`config.mk`:
```
export PLATFORM = sky130hd
export DESIGN_NAME = tricolor_flow_meter
export DESIGN_NICKNAME = d
export VERILOG_FILES = /design/src/rtl/tcm_pkg.sv /design/src/rtl/tcm_record_ram.sv /design/src/rtl/tcm_credit.sv /design/src/rtl/tricolor_flow_meter.sv
export SDC_FILE = /design/constraint.sdc
export NUM_CORES = 2
export LEC_CHECK = 0
export ABC_AREA = 1
export BUFFER_PORTS_ARGS = -buffer_cell sky130_fd_sc_hd__buf_4
export CAP_MARGIN = 40
export CELL_PAD_IN_SITES_DETAIL_PLACEMENT = 0
export CELL_PAD_IN_SITES_GLOBAL_PLACEMENT = 2
export CORE_MARGIN = 3
export CORE_UTILIZATION = 40
export CTS_CLUSTER_SIZE = 40
export DETAILED_ROUTE_END_ITERATION = 6
export HOLD_SLACK_MARGIN = 0.15
export PLACE_DENSITY_LB_ADDON = 0.1
export SYNTH_ARGS = -nofsm -noshare
export SYNTH_HDL_FRONTEND = slang
export SYNTH_SLANG_ARGS = --single-unit
```
`constraint.sdc`:
```
create_clock -name clk -period 16.55 [get_ports clk]
set_clock_uncertainty 0.15 [all_clocks]
set_input_delay 2.4825 -clock clk [delete_from_list [all_inputs] [get_ports clk]]
set_output_delay 2.4825 -clock clk [all_outputs]
set_load 0.005 [all_outputs]
```
`src/rtl/tcm_pkg.sv`:
```
package tcm_pkg;
   typedef enum logic [1:0] {
      TC_GREEN  = 2'd0,
      TC_YELLOW = 2'd1,
      TC_RED    = 2'd2
   } tc_color_e;
endpackage

```
`src/rtl/tcm_record_ram.sv`:
```
module tcm_record_ram #(
   parameter int DEPTH = 16,
   parameter int WIDTH = 128,
   localparam int AW = $clog2(DEPTH)
) (
   input  logic             clk,
   input  logic             wr_en,
   input  logic [AW-1:0]    wr_addr,
   input  logic [WIDTH-1:0] wr_data,
   input  logic             rd_en,
   input  logic [AW-1:0]    rd_addr,
   output logic [WIDTH-1:0] rd_data
);
   logic [WIDTH-1:0] mem [DEPTH];

   // Read returns the contents from before a same-edge write.
   always_ff @(posedge clk) begin
      if (wr_en) mem[wr_addr] <= wr_data;
      if (rd_en) rd_data <= mem[rd_addr];
   end
endmodule

```
`src/rtl/tcm_credit.sv`:
```
module tcm_credit #(
   parameter int TOK_W  = 18,
   parameter int FRAC_W = 4,
   parameter int RATE_W = 16,
   parameter int TS_W   = 16,
   localparam int LW    = TOK_W + FRAC_W,
   localparam int PW    = TS_W + RATE_W,
   localparam int SW    = ((PW > LW) ? PW : LW) + 1
) (
   input  logic [LW-1:0]     level,
   input  logic [RATE_W-1:0] rate,
   input  logic [TOK_W-1:0]  size,
   input  logic [TS_W-1:0]   elapsed,
   output logic [LW-1:0]     credited
);
   logic [PW-1:0] earned;
   logic [SW-1:0] sum;
   logic [SW-1:0] cap;

   always_comb begin
      earned   = PW'(elapsed) * PW'(rate);
      sum      = SW'(level) + SW'(earned);
      cap      = SW'({size, {FRAC_W{1'b0}}});
      credited = (sum > cap) ? LW'(cap) : LW'(sum);
   end
endmodule

```
`src/rtl/tricolor_flow_meter.sv`:
```
module tricolor_flow_meter
   import tcm_pkg::*;
#(
   parameter int FLOWS   = 16,
   parameter int TOK_W   = 18,
   parameter int FRAC_W  = 4,
   parameter int RATE_W  = 16,
   parameter int TS_W    = 16,
   parameter int LEN_W   = 14,
   parameter bit OUT_REG = 1'b1,
   localparam int FLOW_W = $clog2(FLOWS),
   localparam int LW     = TOK_W + FRAC_W
) (
   input  logic              clk,
   input  logic              rst_n,
   input  logic [TS_W-1:0]   now_tick,
   input  logic              cfg_we,
   input  logic [FLOW_W-1:0] cfg_flow,
   input  logic [RATE_W-1:0] cfg_commit_rate,
   input  logic [RATE_W-1:0] cfg_excess_rate,
   input  logic [TOK_W-1:0]  cfg_commit_size,
   input  logic [TOK_W-1:0]  cfg_excess_size,
   input  logic [TOK_W-1:0]  cfg_commit_init,
   input  logic [TOK_W-1:0]  cfg_excess_init,
   input  logic              req_valid,
   input  logic [FLOW_W-1:0] req_flow,
   input  logic [LEN_W-1:0]  req_len,
   output logic              res_valid,
   output logic [1:0]        res_color,
   output logic [LW-1:0]     res_commit_lvl,
   output logic [LW-1:0]     res_excess_lvl
);
   localparam int REC_W = TS_W + 2*TOK_W + 2*RATE_W + 2*LW;

   // Elaboration-time parameter checks
   if (FLOWS < 2 || (1 << FLOW_W) != FLOWS) begin : g_chk_flows
      $error("FLOWS must be a power of two of at least 2");
   end
   if (LEN_W > TOK_W) begin : g_chk_len
      $error("LEN_W must not exceed TOK_W");
   end
   if (FRAC_W < 1 || FRAC_W >= RATE_W) begin : g_chk_frac
      $error("FRAC_W must lie in 1..RATE_W-1");
   end

   // Record table
   logic              wr_en;
   logic [FLOW_W-1:0] wr_addr;
   logic [REC_W-1:0]  wr_data;
   logic [REC_W-1:0]  ram_q;
   logic [REC_W-1:0]  cfg_rec;
   logic [REC_W-1:0]  wb_rec;

   // Stage 1: record available, credit and debit
   logic              s1_valid;
   logic [FLOW_W-1:0] s1_flow;
   logic [LEN_W-1:0]  s1_len;
   logic [TS_W-1:0]   s1_now;
   logic              s1_byp;
   logic [REC_W-1:0]  s1_byp_rec;
   logic [REC_W-1:0]  s1_rec;

   assign cfg_rec = {now_tick, cfg_excess_size, cfg_commit_size,
                     cfg_excess_rate, cfg_commit_rate,
                     cfg_excess_init, {FRAC_W{1'b0}},
                     cfg_commit_init, {FRAC_W{1'b0}}};

   // A configuration write takes the port over a write-back.
   assign wr_en   = cfg_we | s1_valid;
   assign wr_addr = cfg_we ? cfg_flow : s1_flow;
   assign wr_data = cfg_we ? cfg_rec : wb_rec;

   tcm_record_ram #(.DEPTH(FLOWS), .WIDTH(REC_W)) u_table (
      .clk     (clk),
      .wr_en   (wr_en),
      .wr_addr (wr_addr),
      .wr_data (wr_data),
      .rd_en   (req_valid),
      .rd_addr (req_flow),
      .rd_data (ram_q)
   );

   always_ff @(posedge clk or negedge rst_n) begin
      if (!rst_n) s1_valid <= 1'b0;
      else        s1_valid <= req_valid;
   end

   always_ff @(posedge clk) begin
      if (req_valid) begin
         s1_flow    <= req_flow;
         s1_len     <= req_len;
         s1_now     <= now_tick;
         s1_byp     <= (cfg_we && cfg_flow == req_flow) ||
                       (s1_valid && s1_flow == req_flow);
         s1_byp_rec <= (cfg_we && cfg_flow == req_flow) ? cfg_rec : wb_rec;
      end
   end

   assign s1_rec = s1_byp ? s1_byp_rec : ram_q;

   // Record fields
   logic [TS_W-1:0]   r_ts;
   logic [TOK_W-1:0]  r_csz, r_esz;
   logic [RATE_W-1:0] r_crate, r_erate;
   logic [LW-1:0]     r_clvl, r_elvl;

   assign {r_ts, r_esz, r_csz, r_erate, r_crate, r_elvl, r_clvl} = s1_rec;

   logic [TS_W-1:0]   elapsed;
   logic [LW-1:0]     lvl_in [2];
   logic [RATE_W-1:0] rate_in [2];
   logic [TOK_W-1:0]  size_in [2];
   logic [LW-1:0]     cred [2];

   assign elapsed    = s1_now - r_ts;
   assign lvl_in[0]  = r_clvl;
   assign lvl_in[1]  = r_elvl;
   assign rate_in[0] = r_crate;
   assign rate_in[1] = r_erate;
   assign size_in[0] = r_csz;
   assign size_in[1] = r_esz;

   for (genvar b = 0; b < 2; b++) begin : g_bucket
      tcm_credit #(.TOK_W(TOK_W), .FRAC_W(FRAC_W), .RATE_W(RATE_W), .TS_W(TS_W))
         u_credit (
            .level    (lvl_in[b]),
            .rate     (rate_in[b]),
            .size     (size_in[b]),
            .elapsed  (elapsed),
            .credited (cred[b])
         );
   end

   // Debit: all from commit, else all from excess, else none
   logic [LW-1:0] len_fx;
   logic [LW-1:0] new_c, new_e;
   tc_color_e     s1_color;

   always_comb begin
      len_fx = LW'({s1_len, {FRAC_W{1'b0}}});
      new_c  = cred[0];
      new_e  = cred[1];
      if (cred[0] >= len_fx) begin
         s1_color = TC_GREEN;
         new_c    = cred[0] - len_fx;
      end else if (cred[1] >= len_fx) begin
         s1_color = TC_YELLOW;
         new_e    = cred[1] - len_fx;
      end else begin
         s1_color = TC_RED;
      end
   end

   assign wb_rec = {s1_now, r_esz, r_csz, r_erate, r_crate, new_e, new_c};

   AST_ONE_BUCKET: assert property (@(posedge clk) disable iff (!rst_n)
      s1_valid |-> (new_c == cred[0]) || (new_e == cred[1]))
      else $error("both buckets debited");
   AST_NO_UNDERFLOW: assert property (@(posedge clk) disable iff (!rst_n)
      s1_valid |-> (new_c <= cred[0]) && (new_e <= cred[1]))
      else $error("debit raised a level");
   AST_RED_UNTOUCHED: assert property (@(posedge clk) disable iff (!rst_n)
      s1_valid && s1_color == TC_RED |-> new_c == cred[0] && new_e == cred[1])
      else $error("red packet debited");
   AST_LEVEL_CAP: assert property (@(posedge clk) disable iff (!rst_n)
      s1_valid |-> new_c <= LW'({r_csz, {FRAC_W{1'b0}}}) &&
                   new_e <= LW'({r_esz, {FRAC_W{1'b0}}}))
      else $error("level above limit");

   // Output stage variant
   if (OUT_REG) begin : g_oreg
      always_ff @(posedge clk or negedge rst_n) begin
         if (!rst_n) res_valid <= 1'b0;
         else        res_valid <= s1_valid;
      end
      always_ff @(posedge clk) begin
         if (s1_valid) begin
            res_color      <= s1_color;
            res_commit_lvl <= new_c;
            res_excess_lvl <= new_e;
         end
      end
      AST_RES_LATENCY: assert property (@(posedge clk) disable iff (!rst_n)
         req_valid |=> ##1 res_valid)
         else $error("result missing two cycles after request");
   end else begin : g_ocomb
      assign res_valid      = s1_valid;
      assign res_color      = s1_color;
      assign res_commit_lvl = new_c;
      assign res_excess_lvl = new_e;
      AST_RES_LATENCY: assert property (@(posedge clk) disable iff (!rst_n)
         req_valid |=> res_valid)
         else $error("result missing one cycle after request");
   end

   AST_COLOR_CODE: assert property (@(posedge clk) disable iff (!rst_n)
      res_valid |-> res_color != 2'b11)
      else $error("illegal color code");
endmodule

```
==> impl_table.tex <==
\begin{tabular}{lr}
\hline
Metric & Value \\
\hline
\multicolumn{2}{l}{\textbf{Min path}} \\
Startpoint of the tightest hold check path & s1\_valid\$\_DFF\_PN0\_ \\
Worst min-delay path endpoint & res\_valid\$\_DFF\_PN0\_ \\
Instance count along the most critical hold path & 0 \\
Worst hold path type & reg -> reg \\
\multicolumn{2}{l}{\textbf{Detailed routing}} \\
Post-detailed-route DRC marker count & 0 \\
Vias per std cell & 5.55 \\
Total wire length after detailed routing & 409000 um \\
WL/cell & 28.2 um \\
Detailed-routing iteration count for the pre-antenna-repair pass & 6 \\
Via Count & 80351 \\
Initial DRC Count & 7616 \\
Antenna-violating nets left & 0 \\
\multicolumn{2}{l}{\textbf{Timing}} \\
Unrepaired setup endpoints after global routing & false \\
Worst max-slew margin expressed relative to the limit & 31.6\% \\
Total Negative Setup Slacks & 0 ns \\
Final critical delay including setup and external delays & 15.34 ns \\
Post-route worst hold slack & 0.451 ns \\
Highest clock frequency the design can meet & 65.2 MHz \\
Part of the cycle the worst path needs & 92.7\% \\
Number of failing hold endpoints at the final stage & 0 \\
Final Setup Violations & 0 \\
Tightest Pin Transition & 1.03 ns \\
Max Slew Vio Count & 0 \\
\multicolumn{2}{l}{\textbf{Final layout}} \\
Number of fill cells & 26541 \\
Leading cell types in the layout, fill and taps excluded & 2385 x edfxtp\_1, 1536 x nor2\_1, 1428 x o21ai\_0, 1166 x nand2\_1, 915 x inv\_1 \\
Leading cell type in the layout, fill and taps excluded & edfxtp\_1 \\
Utilization of the core after routing & 46.0\% \\
Non-Filler Cell Area, Final & 0.133 mm\^{}2 \\
Area Overhead vs Synth & 14.1\% \\
Layout cell share with drive strength beyond 1 & 10.2\% \\
Final \#Nets & 11271 \\
\multicolumn{2}{l}{\textbf{Run}} \\
Max-capacitance violation count & 0 \\
\multicolumn{2}{l}{\textbf{Clock tree}} \\
Post-CTS setup repair buffer count & 0 \\
Clock network latency to the later pin of the worst-skew pair & 0.90 ns \\
Clock Sinks & 2387 \\
Post-CTS sizing & 0 \\
CTS Buf Count & 272 \\
Max H-tree Level & 5 \\
CTS tree & done \\
Hold\_buf cts & 0 \\
Root cell of the clock tree & clkbuf\_16 \\
Clock edge transition at the registers on the reported setup and hold paths & 0.06 ns \\
Maximum buffer depth of the clock tree & 4 \\
\multicolumn{2}{l}{\textbf{Global route}} \\
GRT Max-Usage Layer & met2 \\
Combined global-route utilization of all metal layers & 26.9\% \\
Global-route track usage on met2 & 43.5\% \\
Number of antenna violations at the first check in global routing & 26 \\
Wire length of the first global-routing pass & 582000 um \\
GRT met1 Usage & 38.9\% \\
Total overflow reported by the global router & 0 \\
M3 GR Usage & 2.80\% \\
Number of global-route vias before repair & 78554 \\
Maximum number of pins on one net before global-route repair & 175 \\
\multicolumn{2}{l}{\textbf{Setup path}} \\
Highest net fanout along the worst path & 70 \\
Crit path max-delay cell type & fa\_1 \\
Launch instance of the worst register-to-register path & s1\_byp\$\_DFFE\_PP\_ \\
Crit path buf inv count & 9 \\
CP startpoint kind & flip-flop \\
Critical path class & reg -> reg \\
Data required time at the worst endpoint & 16.87 ns \\
Top cell family by delay on the critical path & simple AND/OR/NAND/NOR gates \\
Reg2reg path depth & 64 \\
Worst R2R End & u\_table.mem[10][35]\$\_DFFE\_PP\_ \\
Delay of the slowest cell on the worst path & 0.55 ns \\
Kind of end point of the critical path & flip-flop \\
Reg-to-reg slack, setup & 1.21 ns \\
CP arrival & 15.67 ns \\
Cell seen most often among critical-path stages & nand2\_1 \\
\multicolumn{2}{l}{\textbf{Placed design}} \\
Routability congestion estimate from global placement & 0.899 \\
Detailed placer's ending HPWL & 257000 um \\
DP Area & 0.124 mm\^{}2 \\
Port bufs & 192 \\
\multicolumn{2}{l}{\textbf{Yosys}} \\
Syn\_nets & 11026 \\
Number of register bits inferred by synthesis & 2387 \\
Synth top area share & 61.4\% \\
Share of flip-flops with an asynchronous set or reset & 0.0838\% \\
Synthesized-area fraction occupied by xor and xnor cells & 0.526\% \\
Largest family of logic cells by synthesized area & compound AO/OA/AOI/OAI gates \\
Multiplexer area fraction after synthesis & 0.584\% \\
Library cell occupying the most area in the post-synthesis netlist & edfxtp\_1 \\
Predominant post-synthesis flop cell & edfxtp\_1 \\
Simple-gate portion of the synthesized area & 10.7\% \\
Syn Area/Cell & 11.5 um\^{}2 \\
Syn Inst Count & 10141 \\
Arithmetic-cell share of the synthesized area counting full adders, half adders and majority gates & 10.7\% \\
Number of synthesized flops with an enable pin & 2385 \\
Share of synthesized area occupied by flip-flops and latches & 61.5\% \\
Main area contributors after synthesis & edfxtp\_1 61\%, fa\_1 7.5\%, o21ai\_0 6.2\% \\
Number of distinct standard cells referenced by the synthesized netlist & 56 \\
Synthesized-area fraction occupied by ao, oa, aoi and oai cells & 11.1\% \\
Ys Warns & 0 \\
Cell area after synthesis & 0.117 mm\^{}2 \\
\multicolumn{2}{l}{\textbf{Die}} \\
I/O pins & 193 \\
Placement Rows & 197 \\
Die area & 0.298 mm\^{}2 \\
Area of the placeable core & 0.289 mm\^{}2 \\
Die extent in y & 546 um \\
Die Wd & 546 um \\
Starting density of the core & 40.3\% \\
\multicolumn{2}{l}{\textbf{Status}} \\
Run status & completed \\
\hline
\end{tabular}
==> cells in the mapped netlist, types with 9 or more instances <==
cell type and number:
buf_1 18, nor2_1 1553, xnor2_1 28, o221ai_1 198, edfxtp_1 2385, nor3_1 19, nand2_1 1168, a21oi_1 107
or2_2 95, o21ai_1 29, nand3_2 11, xor2_1 42, inv_1 921, o22ai_1 364, clkbuf_1 551, fa_1 437
clkinv_1 14, o21ai_0 1440, nand4_1 26, nand3_1 171, ha_1 302, o32ai_1 9, mux2i_1 68, and2_1 16
o211ai_1 86
==> area by class of cell <==
cell class	count	area, um^2	area share, %
antenna	13	32.5	0.0245
clock buffer	328	7060	5.31
clock inverter	143	1530	1.15
inverter	938	3570	2.69
multi-input combinational	6237	39300	29.6
sequential	2387	71700	53.9
tap	3880	4850	3.65
timing repair buffer	550	4940	3.71
==> per-layer routing <==
layer / wire, um / vias up
li1: - / 36017
met1: 185000 / 41279
met2: 192000 / 2558
met3: 20700 / 493
met4: 11000 / 4
met5: 34 / -
==> through the flow <==
| stage | cells | setup slack (ns) |
|---|---|---|
| floorplan | 10141 | 2.91 |
| global placement | 13935 | 1.29 |
| detailed placement | 13986 | 1.18 |
| CTS | 14457 | 1.08 |
| global route | 14468 | 0.0180 |
| finish | 14476 | 1.21 |
==> cell families (layout without fill, tap and decap cells) <==
| group | after synthesis | after routing |
|---|---|---|
| other | 0 | 13 |
| xor gates and xnor gates | 70 | 70 |
| adders and majority gates | 739 | 739 |
| AOI/OAI and AO/OA | 2270 | 2270 |
| DFF | 2387 | 2387 |
| muxes | 68 | 68 |
| and+or+nand+nor | 3090 | 3090 |
| buffers and inverters | 1517 | 1959 |
==> flip-flops by register name, indices dropped and copies added (netlist names) <==
| name | count |
|---|---|
| s1_now | 16 |
| res_valid | 1 |
| u_table.mem | 2048 |
| s1_byp | 1 |
| s1_flow | 4 |
| res_color | 2 |
| u_table.rd_data | 128 |
| res_excess_lvl | 22 |
| s1_byp_rec | 128 |
| s1_len | 14 |
| s1_valid | 1 |
| res_commit_lvl | 22 |
==> how the worst max path moves through the flow <==
stage | startpoint | to | slack, ns | cells past startpoint
3_3_place_gp | s1_byp$_DFFE_PP_ | u_table.mem[4][27]$_DFFE_PP_ | 1.29 | 71
2_1_floorplan | s1_byp$_DFFE_PP_ | u_table.mem[0][17]$_DFFE_PP_ | 2.91 | 72
5_1_grt | s1_byp$_DFFE_PP_ | u_table.mem[11][35]$_DFFE_PP_ | 0.02 | 66
3_5_place_dp | s1_byp$_DFFE_PP_ | u_table.mem[9][36]$_DFFE_PP_ | 1.18 | 71
4_1_cts | s1_byp$_DFFE_PP_ | u_table.mem[10][35]$_DFFE_PP_ | 1.08 | 71
6_report | s1_byp$_DFFE_PP_ | u_table.mem[10][35]$_DFFE_PP_ | 1.21 | 64
Power is left out: the tool's default activity adds up to more than one toggle a clock period on the data nets, which glitch-free logic cannot reach.
